--- src/rtl/arb_pkg.sv ---
package arb_pkg;

    typedef enum logic {
        DIR_RD = 1'b0,
        DIR_WR = 1'b1
    } dir_e;

    // Index width for a count, at least one bit.
    function automatic int idx_w(input int n);
        return (n > 1) ? $clog2(n) : 1;
    endfunction

    // Direction choice: alternate when both sides wait, else the busy side.
    function automatic dir_e pick_dir(input logic rd_any, input logic wr_any, input dir_e last);
        if (rd_any && wr_any)
            return (last == DIR_RD) ? DIR_WR : DIR_RD;
        else if (wr_any)
            return DIR_WR;
        else
            return DIR_RD;
    endfunction

endpackage

--- src/rtl/rr_picker.sv ---
module rr_picker #(
    parameter int NUM_CH = 5,
    localparam int CH_W = arb_pkg::idx_w(NUM_CH)
) (
    input  logic              clk,
    input  logic              rst,
    input  logic [NUM_CH-1:0] req,
    input  logic              adv,
    input  logic [CH_W-1:0]   adv_idx,
    output logic              any,
    output logic [CH_W-1:0]   pick
);

    logic [CH_W-1:0] ptr;

    always_ff @(posedge clk) begin
        if (rst)
            ptr <= '0;
        else if (adv)
            ptr <= (adv_idx == CH_W'(NUM_CH - 1)) ? '0 : adv_idx + 1'b1;
    end

    // Walk offsets from far to near so the nearest requester wins.
    always_comb begin
        int pos;
        any  = |req;
        pick = ptr;
        pos  = 0;
        for (int k = NUM_CH - 1; k >= 0; k--) begin
            pos = int'(ptr) + k;
            if (pos >= NUM_CH)
                pos = pos - NUM_CH;
            if (req[pos])
                pick = CH_W'(pos);
        end
    end


    pick_hits_req_chk: assert property (@(posedge clk) disable iff (rst)
        any |-> req[pick]);

endmodule

--- src/rtl/port_stats.sv ---
module port_stats #(
    parameter int CNT_W = 32
) (
    input  logic             clk,
    input  logic             rst,
    input  logic             active,
    output logic [CNT_W-1:0] busy_cnt,
    output logic [CNT_W-1:0] idle_cnt
);

    localparam logic [CNT_W-1:0] TOP = '1;

    always_ff @(posedge clk) begin
        if (rst) begin
            busy_cnt <= '0;
            idle_cnt <= '0;
        end else if (active) begin
            if (busy_cnt != TOP)
                busy_cnt <= busy_cnt + 1'b1;
        end else begin
            if (idle_cnt != TOP)
                idle_cnt <= idle_cnt + 1'b1;
        end
    end


    busy_step_chk: assert property (@(posedge clk) disable iff (rst)
        (active && busy_cnt != TOP) |=> busy_cnt == $past(busy_cnt) + 1'b1);


    idle_hold_chk: assert property (@(posedge clk) disable iff (rst)
        active |=> $stable(idle_cnt));

endmodule

--- src/rtl/burst_req_arbiter.sv ---
module burst_req_arbiter
    import arb_pkg::*;
#(
    parameter int NUM_CH    = 5,
    parameter int ADDR_W    = 32,
    parameter int BURST_LEN = 16,
    parameter int CNT_W     = 32,
    localparam int CH_W     = idx_w(NUM_CH),
    localparam int LEN_W    = $clog2(BURST_LEN + 1)
) (
    input  logic                     clk,
    input  logic                     rst,
    input  logic [NUM_CH-1:0]        rd_req,
    input  logic [NUM_CH*ADDR_W-1:0] rd_addr,
    input  logic [NUM_CH-1:0]        wr_req,
    input  logic [NUM_CH*ADDR_W-1:0] wr_addr,
    output logic [NUM_CH-1:0]        rd_gnt,
    output logic [NUM_CH-1:0]        wr_gnt,
    output logic                     cmd_valid,
    input  logic                     cmd_ready,
    output logic                     cmd_write,
    output logic [CH_W-1:0]          cmd_chan,
    output logic [ADDR_W-1:0]        cmd_addr,
    output logic [LEN_W-1:0]         cmd_len,
    output logic [CNT_W-1:0]         busy_cnt,
    output logic [CNT_W-1:0]         idle_cnt
);

    typedef struct packed {
        dir_e              dir;
        logic [CH_W-1:0]   chan;
        logic [ADDR_W-1:0] addr;
    } cmd_t;

    cmd_t            cmd_q;
    dir_e            last_dir;
    dir_e            nxt_dir;
    logic            hs;
    logic            load;
    logic            rd_any, wr_any;
    logic [CH_W-1:0] rd_pick, wr_pick;

    assign hs = cmd_valid && cmd_ready;

    rr_picker #(.NUM_CH(NUM_CH)) u_rd_pick (
        .clk     (clk),
        .rst     (rst),
        .req     (rd_req),
        .adv     (hs && cmd_q.dir == DIR_RD),
        .adv_idx (cmd_q.chan),
        .any     (rd_any),
        .pick    (rd_pick)
    );

    rr_picker #(.NUM_CH(NUM_CH)) u_wr_pick (
        .clk     (clk),
        .rst     (rst),
        .req     (wr_req),
        .adv     (hs && cmd_q.dir == DIR_WR),
        .adv_idx (cmd_q.chan),
        .any     (wr_any),
        .pick    (wr_pick)
    );

    assign nxt_dir = pick_dir(rd_any, wr_any, last_dir);
    assign load    = !cmd_valid && (rd_any || wr_any);

    always_ff @(posedge clk) begin
        if (rst) begin
            cmd_valid <= 1'b0;
            cmd_q     <= '0;
            last_dir  <= DIR_WR;
        end else if (hs) begin
            cmd_valid <= 1'b0;
            last_dir  <= cmd_q.dir;
        end else if (load) begin
            cmd_valid <= 1'b1;
            cmd_q.dir <= nxt_dir;
            if (nxt_dir == DIR_WR) begin
                cmd_q.chan <= wr_pick;
                cmd_q.addr <= wr_addr[wr_pick*ADDR_W +: ADDR_W];
            end else begin
                cmd_q.chan <= rd_pick;
                cmd_q.addr <= rd_addr[rd_pick*ADDR_W +: ADDR_W];
            end
        end
    end

    assign cmd_write = (cmd_q.dir == DIR_WR);
    assign cmd_chan  = cmd_q.chan;
    assign cmd_addr  = cmd_q.addr;
    assign cmd_len   = LEN_W'(BURST_LEN);

    for (genvar g = 0; g < NUM_CH; g++) begin : g_gnt
        assign rd_gnt[g] = hs && (cmd_q.dir == DIR_RD) && (cmd_q.chan == CH_W'(g));
        assign wr_gnt[g] = hs && (cmd_q.dir == DIR_WR) && (cmd_q.chan == CH_W'(g));
    end

    port_stats #(.CNT_W(CNT_W)) u_stats (
        .clk      (clk),
        .rst      (rst),
        .active   (cmd_valid),
        .busy_cnt (busy_cnt),
        .idle_cnt (idle_cnt)
    );


    cmd_hold_chk: assert property (@(posedge clk) disable iff (rst)
        (cmd_valid && !cmd_ready) |=> cmd_valid && $stable(cmd_addr)
                                      && $stable(cmd_chan) && $stable(cmd_write));


    gnt_onehot_chk: assert property (@(posedge clk) disable iff (rst)
        $onehot0({rd_gnt, wr_gnt}));


    gnt_req_chk: assert property (@(posedge clk) disable iff (rst)
        ((rd_gnt & ~rd_req) | (wr_gnt & ~wr_req)) == '0);


    cmd_gap_chk: assert property (@(posedge clk) disable iff (rst)
        (cmd_valid && cmd_ready) |=> !cmd_valid);

endmodule

--- config.mk ---
export PLATFORM = sky130hd
export DESIGN_NAME = burst_req_arbiter
export DESIGN_NICKNAME = d
export VERILOG_FILES = /design/src/rtl/arb_pkg.sv /design/src/rtl/rr_picker.sv /design/src/rtl/port_stats.sv /design/src/rtl/burst_req_arbiter.sv
export SDC_FILE = /design/constraint.sdc
export NUM_CORES = 1
export LEC_CHECK = 0
export ABC_CLOCK_PERIOD_IN_PS = 4100
export BUFFER_PORTS_ARGS = -buffer_cell sky130_fd_sc_hd__buf_4
export CAP_MARGIN = 20
export CORE_AREA = 5 5 172 174
export DETAILED_ROUTE_END_ITERATION = 10
export DIE_AREA = 0 0 177 179
export REMOVE_ABC_BUFFERS = 1
export SYNTH_ARGS = -nofsm -noshare
export SYNTH_HDL_FRONTEND = slang
export SYNTH_SLANG_ARGS = --single-unit
export TNS_END_PERCENT = 50
--- constraint.sdc ---
create_clock -name clk -period 4.1 [get_ports clk]
set_clock_uncertainty 0.15 [all_clocks]
set_input_delay 1.23 -clock clk [delete_from_list [all_inputs] [get_ports clk]]
set_output_delay 1.23 -clock clk [all_outputs]
set_load 0.05 [all_outputs]
# == Yosys cells after proc, flatten, opt, wreduce, memory -nomap -nowiden ==
# Index checks and enable logic that the tools add are counted.
# word_totals
regBits,108
elab_cells,140
input_bits,333
out_inout_bits,116
# classes
eq_ne,6
order_cmp,20
n_reduce_logical,24
bitwise_logic,3
shifts,2
addsub,21
n_mux,55
# op_table
cell,n
32-bit by 5-bit < comparator with 1-bit output (second input constant),10
32-bit 2-to-1 mux,10
160-bit by 9-bit indexed part select with 32-bit output,2
32-bit by 4-bit >= comparator with 1-bit output (second input constant),8
32-bit by 4-bit subtractor with 32-bit output (second input constant),8
32-bit by 1-bit adder with 32-bit output (second input constant),2
32-bit != test (second input constant),2
35-bit 2-to-1 mux,1
3-bit 2-to-1 mux,11
1-bit binary-select mux with 3-bit select,10
1-bit 2-to-1 mux,23
3-bit by 2-bit adder with 4-bit output (second input constant),4
1-bit logical AND,15
5-bit OR reduction,2
3-bit by 1-bit adder with 4-bit output (second input constant),2
3-bit by 3-bit adder with 4-bit output (second input constant),2
3-bit by 3-bit subtractor with 4-bit output (second input constant),2
3-bit by 2-bit equality test with 1-bit output (second input constant),2
3-bit >= comparator (second input constant),2
2-bit AND reduction,3
3-bit by 1-bit adder with 3-bit output (second input constant),1
3-bit by 1-bit equality test with 1-bit output (second input constant),1
3-bit equality test (second input constant),1
3-bit zero test,1
4 further kinds,6

# == Depth between registers and ports, before layout ==
# Gate-level depths: netlist of run 1.
# depth
ltp_word,13
mapped_depth,19
mapped_depth_nobuf,14

# == By module ==
# From an unflattened synthesis of run 1, not the netlist that was laid out.
# unflattened
cells_unflattened,1166
hier_area_um2,9994.6
# modules_own_cells
module,instances,area_per_inst_um2,cells_each,seq_area_each_um2
burst_req_arbiter,1,4199.0,440,760.7
port_stats,1,3240.6,390,1281.2
rr_picker,2,1277.5,168,60.1

# == Worst setup path before layout of run 1 ==
# No wires, ideal clock.
# synth_timing
kind,reg-to-reg
from,register u_rd_pick.ptr[0]
to,"register cmd_q, in the netlist cmd_addr[2]"
slack_ns,0.088
n_path_buf,5
path_stages_with_launch,20
required_time_ns,3.818
arrival_time_ns,3.729
synth_period_minus_slack_ns,4.012
setup_time_ns,0.132
path_cell_list,dfxtp_1 > buf_4 > buf_6 > buf_6 > inv_2 > ha_1 > inv_1 > fa_1 > a21oi_2 > mux2i_1 > o211ai_1 > or2_2 > nor3_1 > a311oi_1 > a31oi_2 > buf_6 > buf_8 > mux4_2 > nand2_1 > a31oi_1
# synth_between
elab_chain_cells,13
elab_cells_between_ends,41
classes_between,9 x add/sub; 5 x order compare; 1 x shift; 26 x mux
# synth_lines
element,line_no,source
from (decl),rr_picker.sv:14,logic [CH_W-1:0] ptr;
from (signal assigned),rr_picker.sv:20,ptr <= (adv_idx == CH_W'(NUM_CH - 1)) ? '0 : adv_idx + 1'b1;
3-bit by 3-bit adder with 4-bit output,rr_picker.sv:30,pos = int'(ptr) + k;
32-bit by 4-bit subtractor with 32-bit output / 32-bit by 4-bit >= comparator with 1-bit output (equally long branches),"rr_picker.sv:32, rr_picker.sv:31",
32-bit 2-to-1 mux,rr_picker.sv:31,if (pos >= NUM_CH)
1-bit binary-select mux with 3-bit select,rr_picker.sv:33,if (req[pos])
1-bit 2-to-1 mux (not written as such) (2 in series),rr_picker.sv:33,
3-bit 2-to-1 mux (4 in series),rr_picker.sv:33,
3-bit 2-to-1 mux (*),rr_picker.sv:33,
160-bit by 9-bit indexed part select with 32-bit output (*),burst_req_arbiter.sv:84,cmd_q.addr <= rd_addr[rd_pick*ADDR_W +: ADDR_W];
35-bit 2-to-1 mux (*),burst_req_arbiter.sv:79,if (nxt_dir == DIR_WR) begin
to (decl),burst_req_arbiter.sv:35,cmd_t cmd_q;
# Every way passes the cells marked *; elsewhere a longest branch is shown, timed or not. The select of a mux whose other input is x is not followed.
# A chain may end at the register's enable or synchronous reset.

# == Final worst setup path of run 1 ==
# layout_timing
from,register u_rd_pick.ptr[0]
to,"register cmd_q, in the netlist cmd_addr[15]"
# The elaborated chain is that of the path after synthesis.

==> impl_metrics.json, run 1 <==
{
  "cp.arrival_ns": 3.97,
  "synth_cell_types": 100,
  "worst_slew_pin_slew_ns": 0.737,
  "max_cap_viol_count": 0,
  "syn_inst": 1084,
  "crit_type": "flip-flop to flip-flop",
  "yosysWarnings": 0,
  "synthTopCellsByArea": "dfxtp_1, mux4_2, mux2_2, nand2_1, nor2_1",
  "dieArea_um2": 31700,
  "worst-r2r-setup-slack_ns": 0.19,
  "r2r_start": "u_rd_pick.ptr[0]$_SDFFE_PP0P_",
  "power_leakage_nw": 5.98,
  "worstPathRequired_ns": 4.16,
  "hold_viol": 0,
  "initial_core_util_pct": 33.8,
  "min_path_type": "flip-flop to flip-flop",
  "nNetsFinal": 1915,
  "grt-ovfl-total": 0,
  "layout_min_cycle_time_ns": 3.91,
  "synth_area_per_cell_um2": 8.63,
  "drc": 0,
  "avgRoutedWirePerCell_um": 22.5,
  "route.antenna.remaining_nets": 0,
  "drive_gt1_share_pct": 44.2,
  "ys_seq_area_share_pct": 23.1,
  "grt_max_degree": 59,
  "grt_pass1_vias": 10500,
  "slowest_stage": "o41a_2",
  "wl_met2_um": 20900,
  "place_congestion": 0.920,
  "synth_top_area_share_pct": 23.1,
  "synthTopCellsByCount": "nand2_1, nor2_1, dfxtp_1, a21oi_1, xor2_1",
  "syn_area_um2": 9350,
  "drtIter0Drc": 882,
  "powerDensity_nw_per_um2": 286,
  "yosys.area.top_type": "dfxtp_1",
  "hp-start": "u_rd_pick.ptr[1]$_SDFFE_PP0P_",
  "critPathCapture": "cmd_addr[15]$_SDFFE_PP0P_",
  "clk_path_buf_depth": 2,
  "vias": 10800,
  "async_flop_share_pct": 0,
  "slew_viol_final": 0,
  "synth_edf_count": 0,
  "die_x_um": 177,
  "pre_cts_slack_ns": -0.206,
  "highest_layer": "met5",
  "firstDrtPassIters": 5,
  "dr_wl_met3_um": 4030,
  "finalWirelength_um": 43600,
  "insertion_delay_ns": 0.36,
  "cts.sinks": 108,
  "setup.worst_path.end_class": "flip-flop",
  "area_growth_pct": 49.8,
  "setup_viol": 0,
  "worst_r2r_endpoint": "cmd_addr[15]$_SDFFE_PP0P_",
  "yosys.cell_count.top_type": "nand2_1",
  "portBuffers": 443,
  "rr_worst_depth": 14,
  "root_buffer": "clkbuf_16",
  "ctsHoldBuffers": 0,
  "grt_use_total_pct": 25.1,
  "h-tree-depth": 3,
  "status": "completed",
  "fin_util_pct": 50.7,
  "startpoint": "u_rd_pick.ptr[0]$_SDFFE_PP0P_",
  "ys_ff_latch": 108,
  "crit_fanout": 34,
  "viasPerCell": 5.55,
  "ir_drop_mv": 0.196,
  "cp-start-kind": "flip-flop",
  "cts_tree": "built",
  "fmax_mhz": 256,
  "core_area_um2": 27600,
  "timing.final.ws_setup_ns": 0.191,
  "maxSlewHeadroom_pct": 50.9,
  "hpwlAfterDp_um": 35100,
  "die_h_um": 179,
  "ys.flop_type": "dfxtp_1",
  "io_pins": 449,
  "rows": 61,
  "min_period_over_period_pct": 95.3,
  "crit_chain": "buf_4 -> ha_2 -> nand2b_1 -> nand2b_1 -> a221o_1 -> nor3_1 -> nor3_1 -> and3_1 -> o41a_2 -> buf_4 -> buf_12 -> mux4_2 -> nand2_1 -> a31oi_1",
  "cpPeakStageDelay_ns": 0.40,
  "grt_pass1_wl_um": 61800,
  "path_clk_slew_ns": 0.08,
  "antenna_found_initial": 6,
  "cts_buffers": 9,
  "wl_met1_um": 17500
}
-- cell usage in the layout (no fill, tap or decap), types with 9 or more instances in the layout --
master and instances:
a22oi_1 32, and4_1 9, clkbuf_16 12, nand2_1 111
xnor2_1 15, o21ai_0 26, dfxtp_1 108, a222oi_1 29
inv_1 23, nor2_1 109, nand3_1 38, nor3_1 13
mux2_2 42, buf_12 13, and3_1 11, ha_1 22
a21oi_1 45, nand4_1 21, or3_1 17, mux4_2 32
mux2i_1 27, xor2_1 43, mux2_4 11, nand2b_1 13
a31oi_1 35, buf_4 524
-- registers in the layout, indices dropped and copies added (netlist names) --
register	count
cmd_write	1
u_stats.idle_cnt	32
cmd_chan	3
last_dir	1
cmd_addr	32
u_stats.busy_cnt	32
u_wr_pick.ptr	3
cmd_valid	1
u_rd_pick.ptr	3
-- how the worst min path moves through the flow --
stage,endpoint,cells past startpoint
2_1_floorplan,last_dir$_SDFFE_PP1P_,1
3_3_place_gp,u_stats.idle_cnt[30]$_SDFFE_PP0P_,2
3_5_place_dp,u_rd_pick.ptr[1]$_SDFFE_PP0P_,2
4_1_cts,u_rd_pick.ptr[1]$_SDFFE_PP0P_,2
5_1_grt,u_stats.busy_cnt[26]$_SDFFE_PP0P_,2
6_report,u_rd_pick.ptr[1]$_SDFFE_PP0P_,2
-- where the power goes --
group / switching, mW / leakage [nW] / internal [mW] / total, mW
registers: 0.0687 / 0.879 / 1.13 / 1.20
clock network: 0.501 / 0.152 / 0.441 / 0.942
logic: 0.972 / 4.95 / 0.897 / 1.87
-- per-stage QoR --
step / hold WS [ns] / instances / setup TNS (ns) / instance area, um2 / total power, mW
after CTS: 0.350 / 1930 / 0 / 13800 / 3.96
after global routing: 0.396 / 1939 / -0.00676 / 14000 / 4.20
final: 0.359 / 1941 / 0 / 14000 / 4.01
after global placement: 0.339 / 1914 / -4.20 / 13500 / 3.00
after floorplan: 0.328 / 1003 / -46.22 / 8850 / 2.22
after detailed placement: 0.337 / 1914 / -5.05 / 13500 / 3.01
-- worst max-delay path: cells and delay by family, from the launching register on --
family	cells	cell delay, ns
AO/OA/AOI/OAI	3	0.78
buffers and inverters	3	0.67
multiplexers	1	0.31
AND/OR/NAND/NOR	6	1.07
adder cells (fa/ha/maj)	1	0.36
flip-flops	1	0.35
-- cell families (layout without fill, tap and decap cells) --
group	after synthesis	after routing	synth area share, %
AO/OA/AOI/OAI	267	267	22.0
XOR/XNOR	58	58	5.43
adder cells (fa/ha/maj)	27	27	3.77
buffers and inverters	112	585	6.56
flip-flops	108	108	23.1
multiplexers	120	120	18.4
other	2	8	0.0803
AND/OR/NAND/NOR	390	390	20.6
-- cell type report --
class / count / area [um2]
Tap cell: 378 / 473
Sequential cell: 108 / 2160
Multi-Input combinational cell: 867 / 6660
Inverter: 28 / 105
Clock buffer: 9 / 225
Clock inverter: 7 / 91.3
Antenna cell: 3 / 7.51
Timing Repair Buffer: 541 / 4280
Fill cell: 2680 / 13600
-- timing repair --
item,CTS,global route
hold endpoints to repair,0,0
endpoints found under the setup margin,0,32
buffers inserted,0,5
resized for setup,0,13
-- per-layer routing --
layer | up-vias | global-route usage (%)
li1 | 5033 | -
met5 | - | 0
met4 | 6 | 8.09
met3 | 67 | 7.42
met1 | 5171 | 31.3
met2 | 493 | 41.9
No activity file was read; power rests on OpenSTA's default activity.
==> inputs of run 2 (changes only) <==
--- a/config.mk
+++ b/config.mk
@@ -8,9 +8,12 @@
 export ABC_CLOCK_PERIOD_IN_PS = 4100
 export BUFFER_PORTS_ARGS = -buffer_cell sky130_fd_sc_hd__buf_4
 export CAP_MARGIN = 20
-export CORE_AREA = 5 5 172 174
+export CELL_PAD_IN_SITES_DETAIL_PLACEMENT = 1
+export CELL_PAD_IN_SITES_GLOBAL_PLACEMENT = 2
+export CORE_MARGIN = 5
+export CORE_UTILIZATION = 24
 export DETAILED_ROUTE_END_ITERATION = 10
-export DIE_AREA = 0 0 177 179
+export PLACE_DENSITY_LB_ADDON = 0.1
 export REMOVE_ABC_BUFFERS = 1
 export SYNTH_ARGS = -nofsm -noshare
 export SYNTH_HDL_FRONTEND = slang
==> run 2 against run 1 <==
Critical path depth down 1; largest power group unchanged; flip-flop and latch count unchanged; clock power down 5.6%; final area up 1.5%; critical path type is now primary input to flip-flop; clock-buffer cell count unchanged.
==> impl_metrics.json, run 2 (synthesis results as in run 1) <==
{
  "status": "completed",
  "worst_r2r_endpoint": "cmd_addr[15]$_SDFFE_PP0P_",
  "fmax_mhz": 255,
  "setup.worst_path.end_class": "flip-flop",
  "setup_viol": 0,
  "insertion_delay_ns": 0.37,
  "wl_met2_um": 25000,
  "cts_tree": "built",
  "dr_wl_met3_um": 2690,
  "power_leakage_nw": 6.02,
  "grt_use_total_pct": 21.7,
  "max_cap_viol_count": 0,
  "core_area_um2": 38600,
  "powerDensity_nw_per_um2": 280,
  "nNetsFinal": 1922,
  "grt-ovfl-total": 0,
  "firstDrtPassIters": 5,
  "ir_drop_mv": 0.171,
  "worst_slew_pin_slew_ns": 0.966,
  "min_path_type": "flip-flop to flip-flop",
  "vias": 10700,
  "h-tree-depth": 3,
  "finalWirelength_um": 49700,
  "rows": 72,
  "grt_pass1_wl_um": 72200,
  "crit_fanout": 19,
  "dieArea_um2": 43000,
  "slew_viol_final": 0,
  "dp_cells": 2065,
  "hold_viol": 0,
  "drtIter0Drc": 496,
  "highest_layer": "met4",
  "cts_buffers": 9,
  "worstPathRequired_ns": 4.16,
  "rr_worst_depth": 14,
  "path_clk_slew_ns": 0.08,
  "place_congestion": 0.911,
  "crit_type": "primary input to flip-flop",
  "avgRoutedWirePerCell_um": 23.8,
  "viasPerCell": 5.11,
  "drc": 0,
  "worst-r2r-setup-slack_ns": 0.19,
  "die_h_um": 207,
  "post_layout_nonfiller_instances": 2086,
  "clk_path_buf_depth": 2,
  "final_common_cell": "buf_4",
  "hpwlAfterDp_um": 41700,
  "drive_gt1_share_pct": 45.0,
  "cp-start-kind": "primary input",
  "wl_met1_um": 20300,
  "cp.arrival_ns": 3.98,
  "r2r_start": "u_wr_pick.ptr[1]$_SDFFE_PP0P_",
  "route.antenna.remaining_nets": 0,
  "timing.final.ws_setup_ns": 0.180,
  "rsz0062_at_grt": "true",
  "layout_common_cells": "buf_4, nand2_1, nor2_1, dfxtp_1, xor2_1",
  "startpoint": "wr_req[1]",
  "hold_ws_ns": 0.333,
  "maxSlewHeadroom_pct": 35.6,
  "layout_min_cycle_time_ns": 3.92,
  "antenna_found_initial": 7,
  "initial_core_util_pct": 24.3,
  "hp-start": "u_wr_pick.ptr[2]$_SDFFE_PP0P_",
  "cts.sinks": 108,
  "root_buffer": "clkbuf_16",
  "grt_max_degree": 75,
  "die_x_um": 207,
  "pre_cts_slack_ns": -0.279,
  "portBuffers": 443,
  "min_period_over_period_pct": 95.6,
  "critPathCapture": "cmd_addr[15]$_SDFFE_PP0P_",
  "grt_pass1_vias": 11300,
  "area_growth_pct": 52.1,
  "io_pins": 449
}
==> run 2: changes by cell type in the layout (fill, tap and decap cells not counted), moves of 3 or more <==
cell	before	now
buf_6	1	4
clkbuf_16	12	9
clkinv_8	4	0
buf_4	524	529
a21oi_2	1	5
a21oi_1	45	42
==> run 2: report_power, final <==
part	switching, mW	internal, mW
clock network	0.470	0.419
logic	1.01	0.893
registers	0.0695	1.13
==> run 2: per-stage QoR <==
stage	instance area (um2)	TNS (ns)	total power [mW]	utilization, %
after floorplan	8850	-46.22	2.22	-
after global placement	13800	-6.36	3.10	35.8
after detailed placement	13800	-6.98	3.11	35.8
after CTS	14100	0	4.03	36.5
after global routing	14200	-0.0757	4.18	36.9
final	14200	0	3.99	36.9
==> run 2: area by class of cell <==
type	count	area, um2
repair buffers	548	4320
well taps	518	648
fillers	4660	24300
clock buffers	9	225
clock inverters	6	50.0
diodes	2	5.00
multi-input cells	867	6710
flip-flops and latches	108	2160
inverters	28	105
==> run 2: layer usage <==
metal / up-vias / track usage, %
li1: 5048 / -
met1: 5183 / 25.6
met2: 363 / 39.0
met3: 67 / 4.79
met4: 0 / 7.30
met5: - / 0
==> run 2: worst max-delay path: stages <==
cell	delay (ns)
buf_4	0.12
mux4_2	0.47
mux2i_2	0.21
o21ba_2	0.19
o211ai_1	0.13
a311oi_4	0.35
a211oi_4	0.12
nor2_4	0.17
buf_12	0.15
buf_12	0.16
mux2_2	0.35
a22oi_1	0.21
a31oi_1	0.11
==> run 2: what timing repair did <==
action                                  in CTS  in global routing
gates resized for setup                      2                 24
hold buffers                                 0                  0
pin swaps                                    0                  4
buffers inserted                             0                  4
endpoints found under the setup margin       2                 32
==> run 2: worst min-delay path by stage <==
stage / to / cells past startpoint
5_1_grt: u_stats.busy_cnt[26]$_SDFFE_PP0P_ / 2
3_3_place_gp: u_wr_pick.ptr[2]$_SDFFE_PP0P_ / 2
2_1_floorplan: last_dir$_SDFFE_PP1P_ / 1
3_5_place_dp: u_wr_pick.ptr[2]$_SDFFE_PP0P_ / 2
6_report: u_wr_pick.ptr[2]$_SDFFE_PP0P_ / 2
4_1_cts: u_wr_pick.ptr[2]$_SDFFE_PP0P_ / 2
